**config.mk**
```make
export PLATFORM = sky130hd
export DESIGN_NAME = qclk_gen
export DESIGN_NICKNAME = d
export VERILOG_FILES = /design/src/rtl/qclk_pkg.sv /design/src/rtl/qclk_speed_reg.sv /design/src/rtl/qclk_rate_sel.sv /design/src/rtl/qclk_phase_gen.sv /design/src/rtl/qclk_gen.sv
export SDC_FILE = /design/constraint.sdc
export NUM_CORES = 1
export LEC_CHECK = 0
export BUFFER_PORTS_ARGS = -buffer_cell sky130_fd_sc_hd__clkbuf_2
export CAP_MARGIN = 10
export CORE_MARGIN = 3
export CORE_UTILIZATION = 35
export DETAILED_ROUTE_END_ITERATION = 6
export PLACE_DENSITY = 0.68
export SLEW_MARGIN = 20
export SYNTH_ARGS = -nofsm -noshare
export SYNTH_HDL_FRONTEND = slang
export SYNTH_SLANG_ARGS = --single-unit
```
**constraint.sdc**
```tcl
create_clock -name clk -period 3.3 [get_ports clk]
set_input_delay 0.99 -clock clk [delete_from_list [all_inputs] [get_ports clk]]
set_output_delay 0.99 -clock clk [all_outputs]
set_load 0.01 [all_outputs]
```
**src/rtl/qclk_pkg.sv**
```systemverilog
package qclk_pkg;
   typedef enum logic [1:0] {
      RATE_SLOW  = 2'd0,
      RATE_NORM  = 2'd1,
      RATE_TURBO = 2'd2
   } rate_e;
endpackage

```
**src/rtl/qclk_speed_reg.sv**
```systemverilog
module qclk_speed_reg #(
   parameter int          ADDR_W    = 16,
   parameter logic [15:0] FAST_ADDR = 16'hFFD9,
   parameter logic [15:0] SLOW_ADDR = 16'hFFD8
) (
   input  logic              clk,
   input  logic              rst_n,
   input  logic [ADDR_W-1:0] addr,
   input  logic              wr,
   output logic              fast_sel
);
   localparam logic [ADDR_W-1:0] FAST_A = ADDR_W'(FAST_ADDR);
   localparam logic [ADDR_W-1:0] SLOW_A = ADDR_W'(SLOW_ADDR);

   if (FAST_A == SLOW_A) begin : g_addr_clash
      $error("speed addresses must differ");
   end

   always_ff @(posedge clk) begin
      if (!rst_n)                     fast_sel <= 1'b0;
      else if (wr && addr == FAST_A)  fast_sel <= 1'b1;
      else if (wr && addr == SLOW_A)  fast_sel <= 1'b0;
   end


   slow_write_clears_chk: assert property (@(posedge clk) disable iff (!rst_n)
      (wr && addr == SLOW_A) |=> !fast_sel);
endmodule

```
**src/rtl/qclk_rate_sel.sv**
```systemverilog
module qclk_rate_sel
   import qclk_pkg::*;
(
   input  logic  clk,
   input  logic  rst_n,
   input  logic  fast_sel,
   input  logic  turbo_strap,
   input  logic  cycle_end,
   output rate_e rate
);
   rate_e rate_req;

   always_comb begin
      if (!fast_sel)        rate_req = RATE_SLOW;
      else if (turbo_strap) rate_req = RATE_TURBO;
      else                  rate_req = RATE_NORM;
   end

   always_ff @(posedge clk) begin
      if (!rst_n)         rate <= RATE_SLOW;
      else if (cycle_end) rate <= rate_req;
   end
endmodule

```
**src/rtl/qclk_phase_gen.sv**
```systemverilog
module qclk_phase_gen
   import qclk_pkg::*;
#(
   parameter int SLOW_PER   = 32,
   parameter int SLOW_HI    = 16,
   parameter int SLOW_LEAD  = 8,
   parameter int NORM_PER   = 16,
   parameter int NORM_HI    = 8,
   parameter int NORM_LEAD  = 4,
   parameter int TURBO_PER  = 6,
   parameter int TURBO_HI   = 3,
   parameter int TURBO_LEAD = 1
) (
   input  logic  clk,
   input  logic  rst_n,
   input  logic  tick,
   input  rate_e rate,
   output logic  cycle_end,
   output logic  e_clk,
   output logic  q_clk
);
   localparam int PER_A  [3] = '{SLOW_PER,  NORM_PER,  TURBO_PER};
   localparam int HI_A   [3] = '{SLOW_HI,   NORM_HI,   TURBO_HI};
   localparam int LEAD_A [3] = '{SLOW_LEAD, NORM_LEAD, TURBO_LEAD};
   localparam int MAX_PER = (SLOW_PER > NORM_PER)
                            ? ((SLOW_PER > TURBO_PER) ? SLOW_PER : TURBO_PER)
                            : ((NORM_PER > TURBO_PER) ? NORM_PER : TURBO_PER);
   localparam int PH_W = $clog2(MAX_PER);

   for (genvar m = 0; m < 3; m++) begin : g_timing_chk
      if (LEAD_A[m] < 1 || LEAD_A[m] >= HI_A[m] || HI_A[m] + LEAD_A[m] >= PER_A[m]) begin : g_bad
         $error("rate timing out of range");
      end
   end

   logic [PH_W-1:0] phase, nxt, last_ph, e_on, q_on, q_off;

   always_comb begin
      unique case (rate)
         RATE_NORM: begin
            last_ph = PH_W'(NORM_PER - 1);
            e_on    = PH_W'(NORM_PER - NORM_HI);
            q_on    = PH_W'(NORM_PER - NORM_HI - NORM_LEAD);
            q_off   = PH_W'(NORM_PER - NORM_LEAD);
         end
         RATE_TURBO: begin
            last_ph = PH_W'(TURBO_PER - 1);
            e_on    = PH_W'(TURBO_PER - TURBO_HI);
            q_on    = PH_W'(TURBO_PER - TURBO_HI - TURBO_LEAD);
            q_off   = PH_W'(TURBO_PER - TURBO_LEAD);
         end
         default: begin
            last_ph = PH_W'(SLOW_PER - 1);
            e_on    = PH_W'(SLOW_PER - SLOW_HI);
            q_on    = PH_W'(SLOW_PER - SLOW_HI - SLOW_LEAD);
            q_off   = PH_W'(SLOW_PER - SLOW_LEAD);
         end
      endcase
      cycle_end = tick && (phase == last_ph);
      nxt       = cycle_end ? '0 : phase + 1'b1;
   end

   always_ff @(posedge clk) begin
      if (!rst_n) begin
         phase <= '0;
         e_clk <= 1'b0;
         q_clk <= 1'b0;
      end else if (tick) begin
         phase <= nxt;
         e_clk <= (nxt >= e_on);
         q_clk <= (nxt >= q_on) && (nxt < q_off);
      end
   end


   clocks_hold_chk: assert property (@(posedge clk) disable iff (!rst_n)
      !tick |=> ($stable(e_clk) && $stable(q_clk)));

   q_leads_rise_chk: assert property (@(posedge clk) disable iff (!rst_n)
      $rose(e_clk) |-> q_clk);

   q_leads_fall_chk: assert property (@(posedge clk) disable iff (!rst_n)
      $fell(e_clk) |-> !q_clk);
endmodule

```
**src/rtl/qclk_gen.sv**
```systemverilog
module qclk_gen
   import qclk_pkg::*;
#(
   parameter int          ADDR_W     = 16,
   parameter logic [15:0] FAST_ADDR  = 16'hFFD9,
   parameter logic [15:0] SLOW_ADDR  = 16'hFFD8,
   parameter int          SLOW_PER   = 32,
   parameter int          SLOW_HI    = 16,
   parameter int          SLOW_LEAD  = 8,
   parameter int          NORM_PER   = 16,
   parameter int          NORM_HI    = 8,
   parameter int          NORM_LEAD  = 4,
   parameter int          TURBO_PER  = 6,
   parameter int          TURBO_HI   = 3,
   parameter int          TURBO_LEAD = 1
) (
   input  logic              clk,
   input  logic              rst_n,
   input  logic              tick,
   input  logic [ADDR_W-1:0] addr,
   input  logic              wr,
   input  logic              turbo_strap,
   output logic              e_clk,
   output logic              q_clk,
   output logic              fast_ind,
   output logic              turbo_ind
);
   if (ADDR_W < 1 || ADDR_W > 16) begin : g_width_chk
      $error("ADDR_W must be 1..16");
   end

   logic  fast_sel;
   logic  cycle_end;
   rate_e rate;

   qclk_speed_reg #(
      .ADDR_W   (ADDR_W),
      .FAST_ADDR(FAST_ADDR),
      .SLOW_ADDR(SLOW_ADDR)
   ) i_speed_reg (
      .clk     (clk),
      .rst_n   (rst_n),
      .addr    (addr),
      .wr      (wr),
      .fast_sel(fast_sel)
   );

   qclk_rate_sel i_rate_sel (
      .clk        (clk),
      .rst_n      (rst_n),
      .fast_sel   (fast_sel),
      .turbo_strap(turbo_strap),
      .cycle_end  (cycle_end),
      .rate       (rate)
   );

   qclk_phase_gen #(
      .SLOW_PER  (SLOW_PER),  .SLOW_HI  (SLOW_HI),  .SLOW_LEAD (SLOW_LEAD),
      .NORM_PER  (NORM_PER),  .NORM_HI  (NORM_HI),  .NORM_LEAD (NORM_LEAD),
      .TURBO_PER (TURBO_PER), .TURBO_HI (TURBO_HI), .TURBO_LEAD(TURBO_LEAD)
   ) i_phase_gen (
      .clk      (clk),
      .rst_n    (rst_n),
      .tick     (tick),
      .rate     (rate),
      .cycle_end(cycle_end),
      .e_clk    (e_clk),
      .q_clk    (q_clk)
   );

   assign fast_ind  = fast_sel;
   assign turbo_ind = (rate == RATE_TURBO);


   rate_at_e_fall_chk: assert property (@(posedge clk) disable iff (!rst_n)
      !$stable(rate) |-> $fell(e_clk));

   turbo_needs_fast_chk: assert property (@(posedge clk) disable iff (!rst_n)
      $rose(turbo_ind) |-> ($past(fast_sel) && $past(turbo_strap)));

   no_turbo_when_grounded_chk: assert property (@(posedge clk) disable iff (!rst_n)
      ($fell(e_clk) && !$past(turbo_strap)) |-> !turbo_ind);
endmodule

```
# Word level (Yosys, flattened, before mapping)

Cells that the tools add are included.

Memories kept: 0
Output and inout port bits: 4
Memory bits (writable): 0
Logic and storage cells: 28
Flip-flop bits (word level): 10
Bits in read-only memories: 0
Latch bits: 0

Bitwise logic cells: 0
Divide/modulo/power cells: 0
Equality and inequality tests: 5
Reductions and logical operators: 5
Shift-type cells: 0
Add/sub/neg operators: 1
Multipliers: 0
Magnitude comparators: 3
Mux-type cells: 9

Operators by type and width:

| kind                   | count |
|---|---|
| $eq A16 B16 Y1 const B | 2 |
| $pmux W5 S2            | 3 |
| $pmux W4 S2            | 1 |
| $add A5 B1 Y5 const B  | 1 |
| $eq A5 B5 Y1           | 1 |
| $ge A5 B4 Y1           | 1 |
| $ge A5 B5 Y1           | 1 |
| $lt A5 B5 Y1           | 1 |
| $mux W5                | 1 |
| $logic_and A1 B1 Y1    | 4 |
| $mux W2                | 2 |
| $eq A2 B1 Y1 const B   | 1 |
| $eq A2 B2 Y1 const B   | 1 |
| $mux W1                | 2 |
| $reduce_bool A2 Y1     | 1 |

# Depth between registers and ports, before layout

Word-level depth: 7
Depth in mapped cells: 12
Depth with buffers taken out: 11

# Hierarchy

Synthesis repeated with hierarchy kept, for this count alone.

Cells, all modules: 94
Area, all modules: 840.8 um2

Modules (own cells, without submodules):

| module         | area an instance (um2) | cells each | times used |
|---|---|---|---|
| qclk_phase_gen | 666.9                  | 76         | 1 |
| qclk_speed_reg | 82.6                   | 9          | 1 |
| qclk_rate_sel  | 77.6                   | 8          | 1 |
| qclk_gen       | 13.8                   | 1          | 1 |

# Least setup slack after synthesis

OpenSTA, ideal clock, no wires.

Kind: input to register
Start point: input port tick
End point: register i_phase_gen.q_clk
Buffers on the path: 2
Data arrival time: 2946 ps
Setup slack: 231 ps
Cell stages on the path: 11
Required time: 3178 ps
Cells stage by stage: clkbuf_1 > nand3_1 > a211oi_2 > buf_6 > nand2b_1 > inv_1 > ha_1 > and3_1 > o311ai_0 > nand4_1 > a2bb2oi_2

Word-level cells in the longest chain between the ends: 4
Elaborated cells between the ends (all ways): 5
Classes of those cells: order compare (2); mux (1); reduce/logical (2)

RTL lines:

| element                                             | RTL line             | source |
|---|---|---|
| start: declaration                                  | qclk_gen.sv:19       | `input logic tick,` |
| $logic_and A1 B1 Y1 *                               | qclk_phase_gen.sv:59 | `cycle_end = tick && (phase == last_ph);` |
| $mux W5 *                                           | qclk_phase_gen.sv:60 | `nxt = cycle_end ? '0 : phase + 1'b1;` |
| via i_phase_gen.nxt[1]                              | qclk_phase_gen.sv:36 | `logic [PH_W-1:0] phase, nxt, last_ph, e_on, q_on, q_off;` |
| $ge A5 B4 Y1 / $lt A5 B5 Y1 (equally long branches) | qclk_phase_gen.sv:71 | `q_clk <= (nxt >= q_on) && (nxt < q_off);` |
| $logic_and A1 B1 Y1 *                               | qclk_phase_gen.sv:71 |  |
| end signal: assignment                              | qclk_phase_gen.sv:71 |  |
| end: declaration                                    | qclk_phase_gen.sv:20 | `output logic q_clk` |

The timed path passes the listed nets; every way through them passes the cells marked *.
A chain may end at the register's enable or synchronous reset.

# Final worst setup path

Start point: register i_rate_sel.rate[0]
End point: register i_phase_gen.q_clk

Word-level cells in the longest chain between the ends: 7
Elaborated cells between the ends (all ways): 11
Classes of those cells: order compare (2); eq/ne (3); mux (4); reduce/logical (2)

RTL lines:

| element                                             | RTL line             | source |
|---|---|---|
| start: declaration                                  | qclk_rate_sel.sv:9   | `output rate_e rate` |
| start signal: assignment                            | qclk_rate_sel.sv:21  | `else if (cycle_end) rate <= rate_req;` |
| $eq A2 B2 Y1 / $eq A2 B1 Y1 (equally long branches) | qclk_phase_gen.sv:39 | `unique case (rate)` |
| $pmux W5 S2 *                                       | qclk_phase_gen.sv:39 |  |
| $eq A5 B5 Y1 *                                      | qclk_phase_gen.sv:59 |  |
| $logic_and A1 B1 Y1 *                               | qclk_phase_gen.sv:59 |  |
| $mux W5 *                                           | qclk_phase_gen.sv:60 |  |
| via i_phase_gen.nxt[1]                              | qclk_phase_gen.sv:36 |  |
| $ge A5 B4 Y1 / $lt A5 B5 Y1 (equally long branches) | qclk_phase_gen.sv:71 |  |
| $logic_and A1 B1 Y1 *                               | qclk_phase_gen.sv:71 |  |

Marked as above.

==> flow_summary_export.csv <==
group,metric,value,unit
floorplan,initial_utilization,0.387,
synthesis,synthDominantCellAreaShare,0.221,
synthesis,synth.cell_area,905,µm²
pwr,static_leakage,0.443,nW
synthesis,yosysWarnings,0,
finish,final_nets,158,
finish,finalNonFillerCells,155,
sta,achievable_clock_frequency,347,MHz
detailed_routing,vias,849,
synthesis,synth_adder_area_share,0.124,
global_route,grt_first_pass_wirelength,3750,µm
global_route,initial_antenna_violation_count,0,
place,placement.setup.worst_slack,0.351,ns
outcome,run_status,"complete, no violations",
job,cap_violations,0,
synthesis,synth_area_per_cell,8.70,µm²
pwr,vdd.ir_drop.worst,0.247,mV
critical_path,startpoint_type_of_the_worst_setup_path,"register",
cts,htreeDepth,1,
critical_path,worstPathArrival,3.05,ns
finish,insertedDiodeCount,0,
cts,clk_transition_reported_paths,0.08,ns
sta,maxSlewViolCount,0,
global_route,via_count_of_the_first_global_routing_pass,874,
global_route,grt_max_degree,19,
critical_path,worstPathRequired,3.47,ns
cts,cts_hold_buf,0,
cts,clock_latency,0.27,ns
finish,layout-drive-gt1-share,0.260,
finish,post-route-cell-area,1070,µm²
cts,ctsLongestPathBuffers,2,
detailed_routing,finalWirelength,2190,µm
sta,fin_tns_setup,0,ns
detailed_routing,drt-wirelength-per-cell,14.1,µm
cts,number_of_buffers_added_by_the_clock_tree_synthesis_step,3,
synthesis,synth_top_family_by_area,"simple AND/OR/NAND/NOR gates",
floorplan,io_pins,25,
place,dp_cells,151,
floorplan,floorplan.core_area,2340,µm²
detailed_routing,drtAntennaViolNets,0,
synthesis,synth-async-reset-ratio,0,
cts,numClockSinks,10,
sta,tightest_slew,0.365,ns
hold_path,min_path_type,"reg2reg",
sta,maxSlewHeadroom,0.754,
critical_path,crit_family,"simple AND/OR/NAND/NOR gates",
sta,layout_min_cycle_time,2.88,ns
sta,grt_setup_unrepaired,"false",
cts,cts_setup_buffers,0,
finish,fill_cells,244,
cts,postCtsResizedCells,0,
finish,final_cell_mix,"clkbuf_2 (24), dfxtp_1 (10), ha_1 (9), nand2b_1 (7), inv_1 (6)",
synthesis,synth_cells,104,
finish,area.growth.synth_to_final,18.1,%
sta,setup_viol,0,
finish,layout.cells.most_common,"clkbuf_2",
synthesis,synth_compound_area_frac,0.180,
pwr,cellPowerDensity,272,nW/µm²
synthesis,postSynthNetCount,134,
critical_path,worstSetupEndpointType,"register",
place,placedInstanceArea,1030,µm²
detailed_routing,route.detailed.drc,0,
floorplan,die_w,56.8,µm
synthesis,yosys.area.top_type,"dfxtp_1",
synthesis,post_synth_mux_area_share,0.0221,
synthesis,yosysSeqAreaShare,0.221,
critical_path,crit_slowest_cell,"or3b_1",
sta,final_period_util,0.874,
cts,clock_tree_from_tritoncts,"done",
sta,fin_ws,0.416,ns
synthesis,netlist_top_cells_area,"dfxtp_1 (22%), ha_1 (12%), nand2b_1 (4.8%)",
detailed_routing,via_per_inst,5.48,
place,port_buffers,24,
sta,fin_skew,0.00892,ns
global_route,grt_use_total,0.147,
global_route,grt_overflow_total,0,
critical_path,crit_type,"reg2reg",
synthesis,synth_seq_cells,10,
synthesis,ys_dominant_reg_cell,"dfxtp_1",
floorplan,fp.dieArea,3230,µm²
place,placed_wire_length_estimate_after_detailed_placement,1740,µm
critical_path,cp_max_fo,6,
critical_path,reg2reg_slack,0.42,ns
critical_path,cp_slowest_stage_delay,0.39,ns
cts,clockRootBuffer,"clkbuf_4",
detailed_routing,first_iter_violations,36,
place,placer_congestion,0.893,
critical_path,path_buf_inv,2,
synthesis,post_synth_xor_area_fraction,0.0581,
floorplan,number_of_cell_rows,17,
critical_path,timing.critical_path.cells,"inv_1 > ha_1 > or3b_1 > a211oi_2 > nand2b_1 > inv_1 > ha_1 > and3_1 > o311ai_0 > nand4_1 > a2bb2oi_2",
synthesis,synth_enable_flop_cells,0,
synthesis,ys_types,40,
sta,final-hold-violation-count,0,
floorplan,die_h,56.8,µm
synthesis,yosys.area_share.simple,0.322,
detailed_routing,drt_first_pass_iters,4,
==> layout make-up <==
type	instances	area [µm²]	area share
Multi-Input combinational cell	81	639	0.598
Sequential cell	10	200	0.187
Timing Repair Buffer	26	135	0.126
Clock buffer	4	36.3	0.0340
Tap cell	28	35.0	0.0328
Inverter	6	22.5	0.0211
==> stage by stage <==
step	utilization	hold WS, ns	total power, mW
2_1_floorplan	-	0.462	0.160
3_3_place_gp	0.441	0.482	0.179
3_5_place_dp	0.441	0.493	0.180
4_1_cts	0.457	0.503	0.296
5_1_grt	0.457	0.542	0.310
6_report	0.457	0.499	0.291
==> synth_stat cells (3+ instances only) <==
master and instances:
dfxtp_1 10, ha_1 9, nand2b_1 7, inv_1 6, and3_1 4, clkbuf_1 4, xnor2_1 4, a21boi_1 3
nand2_1 3, nand3_1 3, nand3b_1 3, nand4_1 3, nor2_1 3, nor2b_1 3, nor3b_1 3
==> registers in the layout, indices dropped and copies added (netlist names) <==
name                  flops
i_phase_gen.phase         5
i_rate_sel.rate           2
i_phase_gen.q_clk         1
i_phase_gen.e_clk         1
i_speed_reg.fast_sel      1
==> path summary, 6_finish.rpt <==
path                      startpoint                  to  cells past startpoint
setup reg to reg  i_rate_sel.rate[0]   i_phase_gen.q_clk                     11
hold reg to reg   i_rate_sel.rate[1]  i_rate_sel.rate[1]                      2
setup / recovery  i_rate_sel.rate[0]   i_phase_gen.q_clk                     11
hold / removal    i_rate_sel.rate[1]  i_rate_sel.rate[1]                      2
==> per-layer routing <==
metal | vias up | global-route usage | wire [µm]
met5 | - | 0 | 0
met4 | 0 | 0.0530 | 12
met3 | 2 | 0.0437 | 70
met2 | 12 | 0.249 | 1160
met1 | 404 | 0.173 | 944
li1 | 431 | - | -
==> tightest hold or removal path: stages (launching register included) <==
cell	delay (ns)
dfxtp_1	0.33
nand2b_1	0.07
a21boi_1	0.05
==> power breakdown <==
part	internal [mW]	total, mW	switching (mW)
combinational	0.0255	0.0491	0.0236
sequential	0.124	0.129	0.00473
clock	0.0670	0.113	0.0463
==> logic make-up (layout without fill, tap and decap cells) <==
family | count (synthesis) | count (layout)
compound gates | 20 | 20
xor+xnor | 6 | 6
fa+ha+maj | 9 | 9
buf+inv | 13 | 36
flops | 10 | 10
mux | 2 | 2
simple gates | 44 | 44
(Power assumes the default switching activity.)
